### src/rtl/hafl_pkg.sv
package hafl_pkg;
  typedef enum logic [1:0] {
    ST_FIRST  = 2'd0,
    ST_SECOND = 2'd1,
    ST_BODY   = 2'd2
  } fstate_e;

  localparam logic DIR_SEND = 1'b0;
  localparam logic DIR_RECV = 1'b1;
endpackage

### src/rtl/hafl_ustamp.sv
module hafl_ustamp #(
  parameter int TICKS_PER_US = 250,
  parameter int TS_W = 32
) (
  input  logic            clk,
  input  logic            rst,
  output logic [TS_W-1:0] stamp
);
  localparam int PW = (TICKS_PER_US > 1) ? $clog2(TICKS_PER_US) : 1;
  localparam logic [PW-1:0] PRE_LAST = PW'(TICKS_PER_US - 1);

  logic [PW-1:0] pre;

  always_ff @(posedge clk) begin
    if (rst) begin
      pre   <= '0;
      stamp <= '0;
    end else if (pre == PRE_LAST) begin
      pre   <= '0;
      stamp <= stamp + 1'b1;
    end else begin
      pre <= pre + 1'b1;
    end
  end
endmodule

### src/rtl/hafl_match.sv
module hafl_match #(
  parameter int AW = 16
) (
  input  logic          half,
  input  logic          side,
  input  logic          have_two,
  input  logic [AW-1:0] addr,
  input  logic          snd_en,
  input  logic [AW-1:0] snd_addr,
  input  logic          rcv_en,
  input  logic [AW-1:0] rcv_addr,
  output logic          pass,
  output logic          dir
);
  import hafl_pkg::*;

  logic hit_snd, hit_rcv;

  always_comb begin
    hit_snd = have_two && (addr == snd_addr);
    hit_rcv = have_two && (addr == rcv_addr);
    if (half) begin
      pass = 1'b1;
      dir  = hit_snd ? DIR_SEND : DIR_RECV;
    end else if (side == DIR_RECV) begin
      pass = !rcv_en || hit_rcv;
      dir  = DIR_RECV;
    end else begin
      pass = !snd_en || hit_snd;
      dir  = DIR_SEND;
    end
  end
endmodule

### src/rtl/hafl_pair_buf.sv
module hafl_pair_buf #(
  parameter int W = 8
) (
  input  logic         clk,
  input  logic         rst,
  input  logic         push_one,
  input  logic         push_two,
  input  logic [W-1:0] wr_a,
  input  logic [W-1:0] wr_b,
  input  logic         pop,
  output logic         have,
  output logic         empty,
  output logic         full,
  output logic [W-1:0] head
);
  logic [W-1:0] q0, q1, nq0, nq1;
  logic [1:0]   cnt, ncnt;

  always_comb begin
    nq0  = q0;
    nq1  = q1;
    ncnt = cnt;
    if (pop && cnt != 2'd0) begin
      nq0  = q1;
      ncnt = cnt - 2'd1;
    end
    if (push_one || push_two) begin
      if (ncnt == 2'd0) nq0 = wr_a;
      else              nq1 = wr_a;
      ncnt = ncnt + 2'd1;
    end
    if (push_two) begin
      nq1  = wr_b;
      ncnt = ncnt + 2'd1;
    end
  end

  always_ff @(posedge clk) begin
    if (rst) begin
      cnt <= 2'd0;
      q0  <= '0;
      q1  <= '0;
    end else begin
      cnt <= ncnt;
      q0  <= nq0;
      q1  <= nq1;
    end
  end

  assign have  = (cnt != 2'd0);
  assign empty = (cnt == 2'd0);
  assign full  = (cnt == 2'd2);
  assign head  = q0;
endmodule

### src/rtl/hdlc_addr_filter.sv
module hdlc_addr_filter #(
  parameter int BYTE_W = 8,
  parameter int TICKS_PER_US = 250,
  parameter int TS_W = 32
) (
  input  logic                clk,
  input  logic                rst,
  input  logic                cfg_half,
  input  logic                cfg_snd_en,
  input  logic [2*BYTE_W-1:0] cfg_snd_addr,
  input  logic                cfg_rcv_en,
  input  logic [2*BYTE_W-1:0] cfg_rcv_addr,
  input  logic                i_valid,
  output logic                i_ready,
  input  logic [BYTE_W-1:0]   i_data,
  input  logic                i_sof,
  input  logic                i_eof,
  input  logic                i_good,
  input  logic                i_side,
  output logic                o_valid,
  input  logic                o_ready,
  output logic [BYTE_W-1:0]   o_data,
  output logic                o_sof,
  output logic                o_eof,
  output logic                o_good,
  output logic                o_dir,
  output logic [TS_W-1:0]     o_stamp
);
  import hafl_pkg::*;

  localparam int AW = 2 * BYTE_W;
  localparam int BW = BYTE_W + 4 + TS_W;

  fstate_e           state;
  logic [BYTE_W-1:0] lead_q;
  logic              lead_good_q, side_q, pass_q, dir_q;
  logic [TS_W-1:0]   ts_q, now;

  logic buf_empty, buf_full, buf_have;
  logic take, have_two, dec_side, dec_pass, dec_dir, frame_dir;
  logic push_one, push_two, pop;
  logic [TS_W-1:0] frame_ts;
  logic [BW-1:0]   beat_cur, beat_lead, wr_a, head;

  hafl_ustamp #(.TICKS_PER_US(TICKS_PER_US), .TS_W(TS_W)) u_stamp (
    .clk(clk), .rst(rst), .stamp(now)
  );

  assign have_two = (state == ST_SECOND);
  assign dec_side = have_two ? side_q : i_side;

  hafl_match #(.AW(AW)) u_match (
    .half(cfg_half), .side(dec_side), .have_two(have_two),
    .addr({lead_q, i_data}),
    .snd_en(cfg_snd_en), .snd_addr(cfg_snd_addr),
    .rcv_en(cfg_rcv_en), .rcv_addr(cfg_rcv_addr),
    .pass(dec_pass), .dir(dec_dir)
  );

  // second byte needs room for two beats at once
  assign i_ready   = have_two ? buf_empty : !buf_full;
  assign take      = i_valid && i_ready;
  assign frame_dir = (state == ST_BODY) ? dir_q : dec_dir;
  assign frame_ts  = (state == ST_FIRST) ? now : ts_q;

  assign beat_cur  = {i_data, (state == ST_FIRST), i_eof, i_good, frame_dir, frame_ts};
  assign beat_lead = {lead_q, 1'b1, 1'b0, lead_good_q, dec_dir, ts_q};

  assign push_one = take && ((state == ST_FIRST && i_sof && i_eof && dec_pass) ||
                             (state == ST_BODY && pass_q));
  assign push_two = take && have_two && dec_pass;
  assign wr_a     = push_two ? beat_lead : beat_cur;
  assign pop      = o_valid && o_ready;

  hafl_pair_buf #(.W(BW)) u_buf (
    .clk(clk), .rst(rst),
    .push_one(push_one), .push_two(push_two),
    .wr_a(wr_a), .wr_b(beat_cur), .pop(pop),
    .have(buf_have), .empty(buf_empty), .full(buf_full), .head(head)
  );

  assign o_valid = buf_have;
  assign {o_data, o_sof, o_eof, o_good, o_dir, o_stamp} = head;

  always_ff @(posedge clk) begin
    if (rst) begin
      state       <= ST_FIRST;
      lead_q      <= '0;
      lead_good_q <= 1'b0;
      side_q      <= 1'b0;
      pass_q      <= 1'b0;
      dir_q       <= 1'b0;
      ts_q        <= '0;
    end else if (take) begin
      case (state)
        ST_FIRST: begin
          if (i_sof && !i_eof) begin
            lead_q      <= i_data;
            lead_good_q <= i_good;
            side_q      <= i_side;
            ts_q        <= now;
            state       <= ST_SECOND;
          end
        end
        ST_SECOND: begin
          pass_q <= dec_pass;
          dir_q  <= dec_dir;
          state  <= i_eof ? ST_FIRST : ST_BODY;
        end
        ST_BODY: begin
          if (i_eof) state <= ST_FIRST;
        end
        default: state <= ST_FIRST;
      endcase
    end
  end
endmodule

### config.mk
export PLATFORM = sky130hd
export DESIGN_NAME = hdlc_addr_filter
export DESIGN_NICKNAME = d
export VERILOG_FILES = /design/src/rtl/hafl_pkg.sv /design/src/rtl/hafl_ustamp.sv /design/src/rtl/hafl_match.sv /design/src/rtl/hafl_pair_buf.sv /design/src/rtl/hdlc_addr_filter.sv
export SDC_FILE = /design/constraint.sdc
export NUM_CORES = 1
export LEC_CHECK = 0
export CORE_MARGIN = 1
export CORE_UTILIZATION = 60
export CTS_CLUSTER_DIAMETER = 40
export DETAILED_ROUTE_END_ITERATION = 8
export MAX_ROUTING_LAYER = met4
export PLACE_DENSITY_LB_ADDON = 0.05
export REMOVE_ABC_BUFFERS = 1
export SLEW_MARGIN = 20
export SYNTH_ARGS = -nofsm -noshare
export SYNTH_HDL_FRONTEND = slang
export SYNTH_SLANG_ARGS = --single-unit
### constraint.sdc
create_clock -name clk -period 4.9 [get_ports clk]
set_input_delay 1.47 -clock clk [delete_from_list [all_inputs] [get_ports clk]]
set_output_delay 1.47 -clock clk [all_outputs]
set_load 0.03 [all_outputs]
==> impl_results.md, run 1 <==
* Setup TNS at 0 ns
* Max VDD drop at 0.255 mV
* CP Capture Type: register
* Crit path to: u_buf.q1[28]
* Largest net degree at the start of global routing at 160
* F_max at 252 MHz
* Yosys warning count at 0
* Worst endpoint required time at 5.17 ns
* Sequential element share of the synthesized area at 42.3%
* H-tree levels at 4
* Slew margin rel. at 35.7%
* Worst slew pin tran at 0.965 ns
* WL/cell at 18.2 um
* P&R area growth vs syn at 19.7%
* Top Ports at 97
* Critical path's slowest cell: clkdlybuf4s50_1
* Initial antenna violation count at 0
* Mapped Area at 8330 um^2
* Root Buffer: clkbuf_16
* Worst R2R End: u_buf.q1[28]
* RSZ-0062 raised after global routing: no
* TritonCTS buffer count at 17
* Final period util at 81.0%
* Worst min-delay path category: register to register
* CTS tree: done
* Worst-case reg-to-reg path depth at 13
* Clock tree buffer depth at 2
* Core area at 13400 um^2
* Final Instance Area at 9970 um^2
* Final Hold Viols at 0
* Chip Width at 120 um
* Pwr dens at 444 nW/um^2
* Setup crit start kind: input pin
* Post-Syn Area per Cell at 9.17 um^2
* ANT cells at 0
* Row count at 42
* Post-Route WL at 21200 um
* Share of layout cells above drive strength 1 at 14.3%
* Routed Antenna Nets at 0
* CP max FO at 23
* Number of gates resized after cts at 0
* Vias in the first global route at 6781
* Starting DRC count in detailed routing at 506
* Routability congestion estimate at 1.00
* Hold Path Origin: ts_q[13]
* Max incr delay on CP at 0.59 ns
* Fill cells at 996
* GRT Total Usage at 30.8%
* Max Cap Violations at 0
* Leak pwr at 0.00371 uW
* WP data arrival at 4.24 ns
* R2R Setup Slk at 1.71 ns
* Sink Count at 176
* Hold-fix buffers, CTS at 0
* Global-route wire length before repair at 34100 um
* Die height at 120 um
* Min Clock Period, post-route at 3.97 ns
* Worst path cell trace: clkdlybuf4s50_1 -> xnor2_1 -> nand4_1 -> nor4_2 -> a21oi_4 -> o31a_2 -> nand2_2 -> buf_12 -> a211oi_2
* Status: finished, final reports clean
* Clock Pin Slew Worst Setup and Hold Paths at 0.06 ns
* Multi-input logic area at 4420 um^2
* CP startpoint: i_data[3]
* First-pass DRT Iterations at 5
* Mapped Cells at 909
* #FFs+latches synth at 176
* Fin. max-slew vios at 0
* Placed wire-length estimate at 13400 um
* PortBufs at 96
* Final setup fails at 0
* Vias per inst at 6.05
* DRC Markers at 0
* Initial Utilization at 62.2%
* Seq. cell area at 3520 um^2
* Post-layout nets at 1030
* Clock latency on the worst-skew pair at 0.43 ns
* Die ar. at 14400 um^2
* Worst R2R Start: u_buf.cnt[0]
* Vias at 7036
* Kind of critical path: input pin to register
* Post-Place Cell Area at 9340 um^2
* GRT Residual Overflow at 0
* Synth cell types at 51
* Post-CTS setup buffer count at 0
* Clk_skew at 0.0102 ns
[synthesized netlist by cell type (all sizes together)]
cell,count,share of area (%)
o211a,1,0.12
nand3,30,1.8
nor4,5,0.68
and2,1,0.075
nor3b,1,0.090
dlygate4sd1,4,0.42
nand4,12,0.90
a211oi,67,7.8
mux2,42,5.7
nor2b,3,0.23
dfxtp,176,42
inv,10,0.45
a21boi,1,0.090
buf,24,2.1
a31oi,1,0.075
ha,5,0.75
a21oi,81,5.0
nand3b,2,0.18
o31ai,12,1.3
o21ai,21,1.3
a21o,1,0.090
nor3,74,4.6
o31a,2,0.33
and2b,1,0.11
dlygate4sd3,1,0.12
nor2,49,2.2
o211ai,1,0.090
and4,3,0.32
clkbuf,37,1.7
xor2,35,3.7
nand2,107,4.9
mux2i,46,5.5
or3,10,0.75
xnor2,29,3.0
nand2b,2,0.24
dlymetal6s2s,1,0.15
and3,11,0.83
[kinds of logic (layout without fill, tap and decap cells)]
family	after synthesis	in the layout	synth area share [%]
AO/OA/AOI/OAI	188	188	16.2
XOR/XNOR	64	64	6.73
adder cells (fa/ha/maj)	5	5	0.751
buffers and inverters	77	155	4.96
flip-flops	176	176	42.3
multiplexers	88	88	11.2
AND/OR/NAND/NOR	311	311	17.9
[flip-flops by register name, summed over array words and instances (netlist names)]
name           count
dir_q              1
pass_q             1
side_q             1
u_buf.cnt          2
ts_q              32
lead_q             8
u_buf.q1          44
u_stamp.stamp     32
u_stamp.pre        8
u_buf.head        44
lead_good_q        1
state              2
[report_power, final]
group | internal (uW) | switching [uW] | leakage, uW | total [uW]
Clock | 882 | 572 | 0.000306 | 1450
Combinational | 548 | 749 | 0.00198 | 1300
Sequential | 1580 | 96.4 | 0.00142 | 1680
Total | 3010 | 1420 | 0.00371 | 4430
[critical path, delay by kind of cell]
family | cells | cell delay, ns
AOI/OAI and AO/OA | 3 | 0.76
xor gates and xnor gates | 1 | 0.15
buffers and inverters | 2 | 0.85
and+or+nand+nor | 3 | 0.98
[worst min-delay path by stage]
stage / end / slack (ns) / depth (start not counted)
5_1_grt: ts_q[20] / 0.47 / 2
2_1_floorplan: dir_q / 0.43 / 2
4_1_cts: ts_q[7] / 0.46 / 2
3_3_place_gp: ts_q[0] / 0.44 / 2
3_5_place_dp: ts_q[7] / 0.45 / 2
6_report: ts_q[13] / 0.45 / 2
[cell type report]
| cell class | count | share of cell area, % |
|---|---|---|
| Clock inverter | 13 | 1.84 |
| Timing Repair Buffer | 113 | 11.4 |
| Sequential cell | 176 | 35.3 |
| Inverter | 10 | 0.376 |
| Multi-Input combinational cell | 656 | 44.3 |
| Tap cell | 176 | 2.21 |
| Clock buffer | 19 | 4.54 |
[per-layer routing]
metal | vias to the layer above | global-route usage, % | part of all wire (%)
li1 | 3364 | - | -
met1 | 3396 | 39.6 | 45
met4 | 0 | 9.77 | 1.7
met5 | - | - | 0
met2 | 246 | 49.5 | 48
met3 | 30 | 5.28 | 5.6
[per-stage QoR]
| step | setup WS, ns | power, uW | utilization, % | cells | hold slack [ns] |
|---|---|---|---|---|---|
| after floorplan | -0.106 | 2510 | - | 842 | 0.427 |
| after global placement | 0.572 | 2940 | 69.7 | 1131 | 0.441 |
| after detailed placement | 0.485 | 2990 | 69.7 | 1131 | 0.447 |
| after CTS | 0.920 | 4430 | 74.4 | 1163 | 0.455 |
| after global routing | 0.743 | 4600 | 74.4 | 1163 | 0.473 |
| final | 0.931 | 4430 | 74.4 | 1163 | 0.454 |
[layout by cell type, fill, tap and decap left out, types with 29 or more instances in the layout]
master / count
dfxtp_1: 176
nand2_1: 104
clkdlybuf4s50_1: 95
a21oi_1: 79
nor3_1: 72
nor2_1: 47
mux2i_1: 46
mux2_2: 42
a211oi_1: 38
xor2_1: 35
nand3_1: 30
xnor2_1: 29
a211oi_2: 29
Power figures use the tool's default switching activity.
==> run 2, diff against run 1 <==
CORE_UTILIZATION = 51   (was 60)
clock period = 3.24 ns   (was 4.9 ns; I/O delays follow)
==> impl_results.md, run 2 (synthesized netlist as in run 1, its figures left out) <==
* Vias in the first global route at 6887
* RSZ-0062 raised after global routing: no
* P&R area growth vs syn at 21.9%
* Worst slew pin tran at 0.738 ns
* DRC Markers at 0
* F_max at 326 MHz
* Final setup margin at 0.176 ns
* Critical path's slowest cell: clkdlybuf4s50_1
* Hold-fix buffers, CTS at 0
* Sw Pwr at 2130 uW
* Placed Instances at 1200
* PortBufs at 96
* Buf/Inv on CP at 2
* Chip Width at 130 um
* Non-Filler Instances at 1231
* H-tree levels at 4
* Placed wire-length estimate at 14400 um
* Routability congestion estimate at 0.899
* WP data arrival at 3.41 ns
* Vias per inst at 5.59
* Min Clock Period, post-route at 3.06 ns
* GRT Total Usage at 26.9%
* Top Ports at 97
* TritonCTS buffer count at 17
* Initial antenna violation count at 0
* Max incr delay on CP at 0.48 ns
* Worst path cell trace: clkdlybuf4s50_1 -> xor2_1 -> nor4_2 -> nand4_1 -> o31a_4 -> o31ai_4 -> buf_4 -> nor3_1 -> a211oi_2
* ANT cells at 0
* Starting DRC count in detailed routing at 361
* Sink Count at 176
* Largest net degree at the start of global routing at 138
* Seq pwr share at 39.5%
* GRT Residual Overflow at 0
* Clock latency on the worst-skew pair at 0.43 ns
* Clock Pin Slew Worst Setup and Hold Paths at 0.07 ns
* Clk_skew at 0.0111 ns
* Fin. max-slew vios at 0
* Worst endpoint required time at 3.58 ns
* Share of layout cells above drive strength 1 at 16.6%
* Number of gates resized after cts at 0
* Most frequent cells in the layout: dfxtp_1, nand2_1, clkdlybuf4s50_1
* Leak pwr at 0.00381 uW
* Status: finished, final reports clean
* WL/cell at 17.3 um
* Setup crit start kind: input pin
* Worst min-delay path category: register to register
* Sw frac at 33.1%
* Hold_ws at 0.457 ns
* First-pass DRT Iterations at 4
* Final setup fails at 0
* Post-CTS setup buffer count at 0
* Pwr dens at 634 nW/um^2
* Core area at 15900 um^2
* Post-layout nets at 1059
* Slew margin rel. at 50.8%
* Root Buffer: clkbuf_16
* Initial Utilization at 52.3%
* CP max FO at 13
* Post-Route WL at 21300 um
* CTS tree: done
* Die height at 130 um
* Die ar. at 16900 um^2
* Final Instance Area at 10200 um^2
* Setup TNS at 0 ns
* Final Hold Viols at 0
* Kind of critical path: input pin to register
* Max Cap Violations at 0
* Delay-heaviest family, CP: compound AO/OA/AOI/OAI gates
* Global-route wire length before repair at 34200 um
* CP Capture Type: register
* Vias at 6883
* Max VDD drop at 0.398 mV
* Pre-CTS setup slack at -0.289 ns
* Clock tree buffer depth at 2
* Row count at 46
* Routed Antenna Nets at 0
* Final period util at 94.6%
* Most common cell after layout, fill and taps aside: dfxtp_1
* Clock power share at 29.1%
* Combinational Power Share at 31.4%
* P_int at 4310 uW
* Post-Place Cell Area at 9620 um^2
run 2: changes by cell type in the layout (fill, tap and decap cells not counted), sizes merged:
cell / delta
bufinv: -4
buf: +29
clkinv: +3
run 2: path summary, 6_finish.rpt:
kind	to	cells past startpoint	slack, ns	from
worst min-delay path	ts_q[26]	2	0.46	ts_q[26]
worst max register to register	u_buf.q1[18]	12	0.73	u_buf.cnt[0]
worst max-delay path	u_buf.q1[18]	9	0.18	i_data[6]
worst min register to register	ts_q[26]	2	0.46	ts_q[26]
run 2: final cells by class:
class / count / area (um^2)
timing repair buffer: 142 / 1370
clock buffer: 19 / 453
inverter: 10 / 37.5
tap: 216 / 270
sequential: 176 / 3520
fill: 1330 / 5790
clock inverter: 12 / 86.3
multi-input combinational: 656 / 4420
run 2: through the flow:
stage,total power (uW),util [%]
finish,6440,63.7
global route,6760,63.7
CTS,6500,63.7
detailed placement,4620,60.3
global placement,4550,60.3
floorplan,3800,-
run 2: power by group through the flow:
stage | clock, uW | combinational, uW | sequential [uW]
floorplan | 0 | 1010 | 2780
global placement | 0 | 1980 | 2570
detailed placement | 0 | 2030 | 2590
CTS | 1920 | 2030 | 2540
global route | 2000 | 2190 | 2570
finish | 1880 | 2020 | 2540
run 2: metal layers:
layer	track usage [%]	wire length [um]
met1	33.5	9890
met2	44.3	10300
met3	4.22	778
met4	9.30	278
met5	-	0
run 2: tightest hold or removal path, cell delays in order (launching register included):
cell	delay [ns]
dfxtp_1	0.31
nand2_1	0.05
a21oi_1	0.05
